$ cat src/rtl/bgr_pkg.sv
`timescale 1ns/1ps
package bgr_pkg;
  typedef enum logic [1:0] {
    GRP_IDLE    = 2'd0,
    GRP_REFRESH = 2'd1,
    GRP_DRAIN   = 2'd2
  } grp_state_t;

  localparam int NUM_GRP = 2;
endpackage

$ cat src/rtl/bgr_decode.sv
`timescale 1ns/1ps
module bgr_decode #(
  parameter int CNT_W   = 10,
  parameter int CNT_MAX = 31
) (
  input  logic             cmd_en,
  input  logic             cmd_special,
  input  logic [CNT_W:0]   cmd_addr,
  input  logic             cmd_grp,
  input  logic [1:0]       grp_idle,
  input  logic [1:0]       grp_refr,
  input  logic [3:0]       bank_pre,
  output logic [1:0]       start,
  output logic [1:0]       stop,
  output logic             bad_cnt,
  output logic             bad_ovl,
  output logic             bad_pre,
  output logic             bad_exit
);
  logic             is_entry;
  logic             is_exit;
  logic [CNT_W-1:0] cnt;
  logic             cnt_ok;
  logic             all_idle;
  logic             tgt_pre;
  logic             go;

  always_comb begin
    is_entry = cmd_en & cmd_special & ~cmd_addr[CNT_W];
    is_exit  = cmd_en & cmd_special &  cmd_addr[CNT_W];
    cnt      = cmd_addr[CNT_W-1:0];
    cnt_ok   = (cnt != '0) && (cnt <= CNT_W'(CNT_MAX));
    all_idle = &grp_idle;
    tgt_pre  = cmd_grp ? (&bank_pre[3:2]) : (&bank_pre[1:0]);

    // priority: count, then overlap, then precharge
    bad_cnt  = is_entry & ~cnt_ok;
    bad_ovl  = is_entry &  cnt_ok & ~all_idle;
    bad_pre  = is_entry &  cnt_ok &  all_idle & ~tgt_pre;
    go       = is_entry &  cnt_ok &  all_idle &  tgt_pre;

    start    = go ? (cmd_grp ? 2'b10 : 2'b01) : 2'b00;
    bad_exit = is_exit & ~(|grp_refr);
    stop     = is_exit ? grp_refr : 2'b00;
  end
endmodule

$ cat src/rtl/bgr_group.sv
`timescale 1ns/1ps
module bgr_group
  import bgr_pkg::*;
#(
  parameter int TREFC   = 4,
  parameter int CNT_MAX = 31,
  parameter int CW      = 5
) (
  input  logic          clk,
  input  logic          rst,
  input  logic          start,
  input  logic          stop,
  input  logic [CW-1:0] cnt,
  output logic          busy,
  output logic          refr,
  output logic          idle
);
  localparam int TMR_W = $clog2(CNT_MAX * TREFC + 1);

  grp_state_t       st;
  logic [TMR_W-1:0] rem;
  logic [TMR_W-1:0] load;

  always_comb load = TMR_W'(cnt) * TMR_W'(TREFC);

  always_ff @(posedge clk) begin
    if (rst) begin
      st  <= GRP_IDLE;
      rem <= '0;
    end else begin
      case (st)
        GRP_IDLE: begin
          if (start) begin
            st  <= GRP_REFRESH;
            rem <= load;
          end
        end
        GRP_REFRESH: begin
          if (stop) begin
            st  <= GRP_DRAIN;
            rem <= TMR_W'(TREFC);
          end else if (rem == TMR_W'(1)) begin
            st  <= GRP_IDLE;
            rem <= '0;
          end else begin
            rem <= rem - TMR_W'(1);
          end
        end
        GRP_DRAIN: begin
          if (rem == TMR_W'(1)) begin
            st  <= GRP_IDLE;
            rem <= '0;
          end else begin
            rem <= rem - TMR_W'(1);
          end
        end
        default: begin
          st  <= GRP_IDLE;
          rem <= '0;
        end
      endcase
    end
  end

  assign busy = (st != GRP_IDLE);
  assign refr = (st == GRP_REFRESH);
  assign idle = (st == GRP_IDLE);
endmodule

$ cat src/rtl/bgr_quota.sv
`timescale 1ns/1ps
module bgr_quota #(
  parameter int QUOTA = 8192
) (
  input  logic clk,
  input  logic rst,
  input  logic win_end,
  input  logic hit,
  output logic miss
);
  localparam int QW = $clog2(QUOTA + 1);

  logic [QW-1:0] tally;

  always_ff @(posedge clk) begin
    if (rst) begin
      tally <= '0;
      miss  <= 1'b0;
    end else begin
      miss <= win_end && (tally < QW'(QUOTA));
      if (win_end)
        tally <= hit ? QW'(1) : '0;
      else if (hit && (tally < QW'(QUOTA)))
        tally <= tally + QW'(1);
    end
  end
endmodule

$ cat src/rtl/bg_refresh_ctrl.sv
`timescale 1ns/1ps
module bg_refresh_ctrl
  import bgr_pkg::*;
#(
  parameter int TREFC    = 8,
  parameter int CNT_W    = 10,
  parameter int CNT_MAX  = 31,
  parameter int TREF_CYC = 1000000,
  parameter int QUOTA    = 8192
) (
  input  logic           clk,
  input  logic           rst,
  input  logic           cmd_en,
  input  logic           cmd_special,
  input  logic [CNT_W:0] cmd_addr,
  input  logic           cmd_grp,
  input  logic [3:0]     bank_pre,
  input  logic           acc_req,
  input  logic [1:0]     acc_bank,
  output logic [3:0]     bank_busy,
  output logic           err_count,
  output logic           err_overlap,
  output logic           err_precharge,
  output logic           err_exit,
  output logic           err_access,
  output logic [1:0]     quota_miss
);
  localparam int CW = $clog2(CNT_MAX + 1);
  localparam int WW = (TREF_CYC > 1) ? $clog2(TREF_CYC) : 1;

  logic [NUM_GRP-1:0] start, stop, g_busy, g_refr, g_idle;
  logic               bad_cnt, bad_ovl, bad_pre, bad_exit;
  logic [WW-1:0]      wcnt;
  logic               win_end;

  bgr_decode #(.CNT_W(CNT_W), .CNT_MAX(CNT_MAX)) u_dec (
    .cmd_en(cmd_en), .cmd_special(cmd_special), .cmd_addr(cmd_addr),
    .cmd_grp(cmd_grp), .grp_idle(g_idle), .grp_refr(g_refr),
    .bank_pre(bank_pre), .start(start), .stop(stop),
    .bad_cnt(bad_cnt), .bad_ovl(bad_ovl), .bad_pre(bad_pre),
    .bad_exit(bad_exit)
  );

  always_comb win_end = (wcnt == WW'(TREF_CYC - 1));

  always_ff @(posedge clk) begin
    if (rst)          wcnt <= '0;
    else if (win_end) wcnt <= '0;
    else              wcnt <= wcnt + WW'(1);
  end

  for (genvar g = 0; g < NUM_GRP; g++) begin : g_grp
    bgr_group #(.TREFC(TREFC), .CNT_MAX(CNT_MAX), .CW(CW)) u_grp (
      .clk(clk), .rst(rst), .start(start[g]), .stop(stop[g]),
      .cnt(cmd_addr[CW-1:0]), .busy(g_busy[g]), .refr(g_refr[g]),
      .idle(g_idle[g])
    );
    bgr_quota #(.QUOTA(QUOTA)) u_quota (
      .clk(clk), .rst(rst), .win_end(win_end), .hit(start[g]),
      .miss(quota_miss[g])
    );
  end

  assign bank_busy = {g_busy[1], g_busy[1], g_busy[0], g_busy[0]};

  always_ff @(posedge clk) begin
    if (rst) begin
      err_count     <= 1'b0;
      err_overlap   <= 1'b0;
      err_precharge <= 1'b0;
      err_exit      <= 1'b0;
      err_access    <= 1'b0;
    end else begin
      err_count     <= bad_cnt;
      err_overlap   <= bad_ovl;
      err_precharge <= bad_pre;
      err_exit      <= bad_exit;
      err_access    <= acc_req && bank_busy[acc_bank];
    end
  end
endmodule

$ cat config.mk
export PLATFORM = sky130hd
export DESIGN_NAME = bg_refresh_ctrl
export DESIGN_NICKNAME = d
export VERILOG_FILES = /design/src/rtl/bgr_pkg.sv /design/src/rtl/bgr_decode.sv /design/src/rtl/bgr_group.sv /design/src/rtl/bgr_quota.sv /design/src/rtl/bg_refresh_ctrl.sv
export SDC_FILE = /design/constraint.sdc
export NUM_CORES = 1
export LEC_CHECK = 0
export BUFFER_PORTS_ARGS = -buffer_cell sky130_fd_sc_hd__buf_2
export CORE_AREA = 2 2 92 94
export CTS_BUF_LIST = sky130_fd_sc_hd__clkbuf_8 sky130_fd_sc_hd__clkbuf_16
export CTS_CLUSTER_SIZE = 25
export DETAILED_ROUTE_END_ITERATION = 16
export DIE_AREA = 0 0 94 96
export GPL_TIMING_DRIVEN = 0
export PLACE_DENSITY = 0.76
export SLEW_MARGIN = 20
export SYNTH_ARGS = -nofsm -noshare
export SYNTH_HDL_FRONTEND = slang
export SYNTH_SLANG_ARGS = --single-unit
$ cat constraint.sdc
create_clock -name clk -period 2.9 [get_ports clk]
set_input_delay 0.58 -clock clk [delete_from_list [all_inputs] [get_ports clk]]
set_output_delay 0.58 -clock clk [all_outputs]
set_load 0.005 [all_outputs]
==> impl_metrics.env, run 1 <==
export IMPL_tightest_slew_ns=0.608
export IMPL_die_h_um=96
export IMPL_combPwrFrac_pct=4.0
export IMPL_die_w_um=94
export IMPL_ys_seq_area_share_pct=37.9
export IMPL_stdcell_area_sq_mm=0.00447
export IMPL_p_per_area_mw_per_mm2=451
export IMPL_grt_antenna_before_repair=0
export IMPL_tns_ns=0
export IMPL_grt_pass1_wl_mm=15.5
export IMPL_reg2reg_slack_ns=0.54
export IMPL_ys_top_cells_by_area="dfxtp_1, a21oi_1, nor2_1, xnor2_1, nand2_1"
export IMPL_hold_violations=0
export IMPL_clk_latency_ns=0.36
export IMPL_arrival_ns=2.59
export IMPL_drtIter0Drc=252
export IMPL_post_place_ws_ns=0.569
export IMPL_ir_drop_mv=0.268
export IMPL_port_buffers=32
export IMPL_drt_first_pass_iters=5
export IMPL_ys_types=62
export IMPL_ys_ff_latch=75
export IMPL_mostFrequentLayoutCells="dfxtp_1, nor2_1, a21oi_1"
export IMPL_r2r_cells=7
export IMPL_seqPwrFrac_pct=51.5
export IMPL_grt_overflow=0
export IMPL_r2r_end="g_grp[1].u_quota.tally[2]$_SDFFE_PP0P_"
export IMPL_numCtsBuffers=9
export IMPL_status="complete, no violations"
export IMPL_path_clk_slew_ns=0.08
export IMPL_fin_crit_sh_pct=81.4
export IMPL_relSlewSlack_pct=59.4
export IMPL_postSynthCellCount=473
export IMPL_ys_flop_type="dfxtp_1"
export IMPL_syn_nets=503
export IMPL_grt_setup_unrepaired="no"
export IMPL_timing_final_ws_setup_ns=0.539
export IMPL_cp_end_kind="flop"
export IMPL_grt_usage_pct=21.7
export IMPL_hpwlAfterDp_mm=6.62
export IMPL_start_util_pct=49.2
export IMPL_r2r_start="wcnt[0]$_SDFF_PP0_"
export IMPL_synth_top_cell_by_area="dfxtp_1"
export IMPL_clockBufferDepth=2
export IMPL_p_clk_share_pct=44.5
export IMPL_p_leak_uw=0.00166
export IMPL_wl_per_cell_um=14.8
export IMPL_dpl_instance_area_sq_mm=0.00425
export IMPL_gp_congestion=0.809
export IMPL_n_antenna_cell=0
export IMPL_hold_path_class="primary input to flop"
export IMPL_crit_path_start_kind="flop"
export IMPL_cap_violations=0
export IMPL_hold_buffers=0
export IMPL_fin_crit_ns=2.36
export IMPL_routed_wl_mm=9.28
export IMPL_skew_ns=0.00658
export IMPL_grt_pass1_vias=3328
export IMPL_switchingPower_uw=470
export IMPL_rows=33
export IMPL_core_area_sq_mm=0.00805
export IMPL_synth_edf_count=0
export IMPL_final_common_cell="dfxtp_1"
export IMPL_min_delay_worst_endpoint="err_access$_SDFF_PP0_"
export IMPL_post_route_drc_count=0
export IMPL_slew_viol_final=0
export IMPL_h_tree_depth=3
export IMPL_layout_drive_gt1_share_pct=15.7
export IMPL_crit_fanout=10
export IMPL_cts_tree="yes"
export IMPL_vias_per_cell=5.92
export IMPL_ys_warnings_count=0
export IMPL_clock_sinks=75
export IMPL_synthArstFlopShare_pct=0
export IMPL_min_path_cells=2
export IMPL_syn_avg_cell_area_sq_um=8.37
export IMPL_grt_max_degree=14
export IMPL_intPower_uw=1550
export IMPL_layout_nets=546
export IMPL_fmax_ghz=0.424
export IMPL_root_buffer="clkbuf_8"
export IMPL_worstPathRequired_ns=3.13
export IMPL_antenna_left=0
export IMPL_cts_setup_buffers=0
export IMPL_vias=3706
export IMPL_die_area_sq_mm=0.00902
export IMPL_ios=34
export IMPL_yosys_area_top_type_share_pct=37.9
export IMPL_swShare_pct=23.3
export IMPL_area_delta_synth_final_pct=12.9
export IMPL_cts_repair_resized=0
export IMPL_path_class="flop to flop"
export IMPL_hold_start="acc_req"
export IMPL_setup_violations_final=0
export IMPL_synth_area_sq_mm=0.00396
-- power groups by stage --
stage	logic, uW	clock network, uW	registers (uW)
6_report	81.0	896	1040
2_1_floorplan	43.2	0	1060
5_1_grt	89.3	953	1040
3_5_place_dp	80.0	0	1060
3_3_place_gp	78.5	0	1060
4_1_cts	80.3	903	1040
-- cells by family after synthesis --
| family | share of synthesized area [%] |
|---|---|
| muxes | 1.01 |
| and+or+nand+nor | 30.7 |
| DFF | 37.9 |
| AOI/OAI and AO/OA | 16.8 |
| adders and majority gates | 2.21 |
| buffers and inverters | 6.32 |
| xor gates and xnor gates | 5.09 |
-- worst max-delay path, cell delays in order, from the launching register on --
cell      delay, ns
dfxtp_1        0.40
ha_1           0.23
and4_1         0.28
nand2_1        0.10
nand4b_1       0.43
nand2_1        0.29
buf_1          0.42
a21oi_1        0.08
-- per-layer routing --
metal  up-vias  GRT usage (%)  routed length, um
met4         0           9.66                186
met1      1741           29.0               4320
met2       132           34.7               4240
met5         -              0                  0
li1       1815              -                  -
met3        18           3.29                532
-- through the flow --
stage                     cells  util [%]  power, uW  hold WS [ns]
after floorplan             473         -       1100         0.438
after global placement      610      52.8       1140         0.459
after detailed placement    610      52.8       1140         0.464
after CTS                   626      55.5       2020         0.466
after global routing        626      55.5       2080         0.466
final                       626      55.5       2020         0.466
-- layout make-up --
type | count | area [sq um]
fillers | 742 | 3580
well taps | 105 | 131
clock inverters | 7 | 93.8
clock buffers | 9 | 124
flip-flops and latches | 75 | 1500
repair buffers | 32 | 160
inverters | 22 | 82.6
plain buffers | 26 | 168
multi-input cells | 350 | 2210
-- registers in the layout, indices dropped and copies added, names as in the netlist --
signal / cells
g_grp.u_quota.tally: 28
wcnt: 20
g_grp.u_grp.rem: 16
g_grp.u_grp.st: 4
g_grp.u_quota.miss: 2
err_access: 1
err_count: 1
err_exit: 1
err_overlap: 1
err_precharge: 1
-- cells in the mapped netlist (all sizes together), types with 6 or more instances --
| cell type | instances |
|---|---|
| and4 | 6 |
| or3 | 13 |
| nand2 | 34 |
| nor2 | 54 |
| nor4b | 7 |
| nand4 | 11 |
| nor2b | 7 |
| buf | 18 |
| xor2 | 6 |
| xnor2 | 17 |
| clkbuf | 8 |
| nand3 | 20 |
| inv | 21 |
| o31ai | 14 |
| and3 | 9 |
| or4 | 13 |
| ha | 7 |
| o21ai | 17 |
| a21oi | 41 |
| nor3 | 19 |
| dfxtp | 75 |
| nor4 | 8 |
-- worst max-delay path by stage --
| stage | start | end | slack [ns] |
|---|---|---|---|
| 3_3_place_gp | wcnt[0]$_SDFF_PP0_ | g_grp[0].u_quota.tally[3]$_SDFFE_PP0P_ | 0.57 |
| 5_1_grt | wcnt[0]$_SDFF_PP0_ | g_grp[1].u_quota.tally[1]$_SDFFE_PP0P_ | 0.34 |
| 6_report | wcnt[0]$_SDFF_PP0_ | g_grp[1].u_quota.tally[2]$_SDFFE_PP0P_ | 0.54 |
| 2_1_floorplan | cmd_addr[1] | g_grp[0].u_grp.rem[6]$_SDFFE_PP0P_ | 0.83 |
| 3_5_place_dp | wcnt[0]$_SDFF_PP0_ | g_grp[1].u_quota.tally[9]$_SDFFE_PP0P_ | 0.57 |
| 4_1_cts | wcnt[0]$_SDFF_PP0_ | g_grp[1].u_quota.tally[2]$_SDFFE_PP0P_ | 0.54 |
(Power assumes the default switching activity.)
==> run 2: changes to the inputs <==
==> constraint.sdc (replaced) <==
create_clock -name clk -period 2.3 [get_ports clk]
set_input_delay 0.46 -clock clk [delete_from_list [all_inputs] [get_ports clk]]
set_output_delay 0.46 -clock clk [all_outputs]
set_load 0.005 [all_outputs]
==> impl_metrics.env, run 2 (same netlist as run 1, synthesis figures left out) <==
export IMPL_fin_crit_ns=2.08
export IMPL_clock_sinks=75
export IMPL_hold_violations=0
export IMPL_skew_ns=0.00736
export IMPL_fin_crit_sh_pct=90.2
export IMPL_drtIter0Drc=212
export IMPL_p_leak_uw=0.00167
export IMPL_worst_path_largest_cell_delay_ns=0.40
export IMPL_layout_drive_gt1_share_pct=16.4
export IMPL_cp_end_kind="flop"
export IMPL_die_area_sq_mm=0.00902
export IMPL_clk_latency_ns=0.36
export IMPL_antenna_left=0
export IMPL_die_w_um=94
export IMPL_slew_viol_final=0
export IMPL_tightest_slew_ns=0.606
export IMPL_area_delta_synth_final_pct=13.5
export IMPL_grt_usage_pct=21.7
export IMPL_mostFrequentLayoutCells="dfxtp_1, nor2_1, a21oi_1"
export IMPL_final_common_cell="dfxtp_1"
export IMPL_hold_ws_ns=0.348
export IMPL_layout_nets=549
export IMPL_dp_cells=610
export IMPL_fill_cells=743
export IMPL_regMostFlops="g_grp.u_quota.tally"
export IMPL_relSlewSlack_pct=59.6
export IMPL_grt_pass1_wl_mm=15.5
export IMPL_hpwlAfterDp_mm=6.62
export IMPL_vias_per_cell=5.89
export IMPL_final_cell_count_no_fill=629
export IMPL_cap_violations=0
export IMPL_grt_antenna_before_repair=0
export IMPL_path_class="flop to flop"
export IMPL_cts_tree="yes"
export IMPL_path_buf_inv=1
export IMPL_fmax_ghz=0.482
export IMPL_grt_pass1_vias=3328
export IMPL_grt_overflow=0
export IMPL_crit_path_start_kind="flop"
export IMPL_gp_congestion=0.809
export IMPL_reg2reg_slack_ns=0.22
export IMPL_core_area_sq_mm=0.00805
export IMPL_n_antenna_cell=0
export IMPL_wl_per_cell_um=14.9
export IMPL_stdcell_area_sq_mm=0.00449
export IMPL_die_h_um=96
export IMPL_post_route_drc_count=0
export IMPL_dpl_instance_area_sq_mm=0.00425
export IMPL_vias=3704
export IMPL_hold_path_class="primary input to flop"
export IMPL_worstPathRequired_ns=2.53
export IMPL_root_buffer="clkbuf_8"
export IMPL_ios=34
export IMPL_p_total_uw=2540
export IMPL_p_per_area_mw_per_mm2=565
export IMPL_setup_violations_final=0
export IMPL_status="complete, no violations"
export IMPL_slowest_stage="dfxtp_1"
export IMPL_routed_wl_mm=9.36
export IMPL_rows=33
export IMPL_worstPathCellList="ha_1 -> and4_1 -> nand2_1 -> nand4b_1 -> clkbuf_1 -> o211ai_1 -> a21oi_1"
export IMPL_ir_drop_mv=0.337
export IMPL_grt_max_degree=14
export IMPL_largest_reg_flops=28
export IMPL_ff_latch_area_sq_mm=0.00150
export IMPL_cp_top_family="simple AND/OR/NAND/NOR gates"
export IMPL_multi_input_area_sq_mm=0.00221
export IMPL_crit_fanout=10
export IMPL_path_clk_slew_ns=0.08
export IMPL_grt_setup_unrepaired="no"
export IMPL_h_tree_depth=3
export IMPL_clockBufferDepth=2
export IMPL_port_buffers=32
export IMPL_layout_top_registers="g_grp.u_quota.tally x28, wcnt x20, g_grp.u_grp.rem x16"
export IMPL_start_util_pct=49.2
export IMPL_numCtsBuffers=9
export IMPL_drt_first_pass_iters=5
export IMPL_arrival_ns=2.30
run 2: timing repair:
action                                  CTS  global route
pin swaps                                 0             0
setup buffers                             0             3
resized for setup                         1             0
hold buffers                              0             0
endpoints found under the setup margin   10            32
run 2: stage by stage:
stage               TNS, ns  worst slack, ns  util [%]
finish                    0            0.225      55.8
global route              0           0.0934      55.8
CTS                       0            0.122      55.5
detailed placement   -0.213          -0.0309      52.8
global placement     -0.195          -0.0276      52.8
floorplan                 0            0.352         -
run 2: worst paths after layout:
check,cells past startpoint,to,from
setup / recovery,7,g_grp[0].u_quota.tally[0]$_SDFFE_PP0P_,wcnt[0]$_SDFF_PP0_
hold / removal,2,err_access$_SDFF_PP0_,acc_req
setup reg to reg,7,g_grp[0].u_quota.tally[0]$_SDFFE_PP0P_,wcnt[0]$_SDFF_PP0_
hold reg to reg,2,g_grp[1].u_grp.rem[6]$_SDFFE_PP0P_,g_grp[1].u_grp.rem[6]$_SDFFE_PP0P_
run 2: area by class of cell:
| type | instances | area share (%) |
|---|---|---|
| multi-input combinational | 350 | 49.1 |
| sequential | 75 | 33.4 |
| timing repair buffer | 35 | 4.07 |
| buffer | 26 | 3.76 |
| tap | 105 | 2.93 |
| clock buffer | 9 | 2.76 |
| clock inverter | 7 | 2.09 |
| inverter | 22 | 1.84 |
run 2: power by group:
part	switching [uW]	internal, uW	total, uW
combinational	66.0	36.6	103
sequential	5.92	1300	1310
clock	518	608	1130
run 2: metal layers:
layer / up-vias / part of all wire, % / track usage [%]
li1: 1819 / - / -
met1: 1741 / 46 / 29.0
met2: 132 / 46 / 34.7
met3: 12 / 6.2 / 3.29
met4: 0 / 1.7 / 9.66
met5: - / 0 / 0
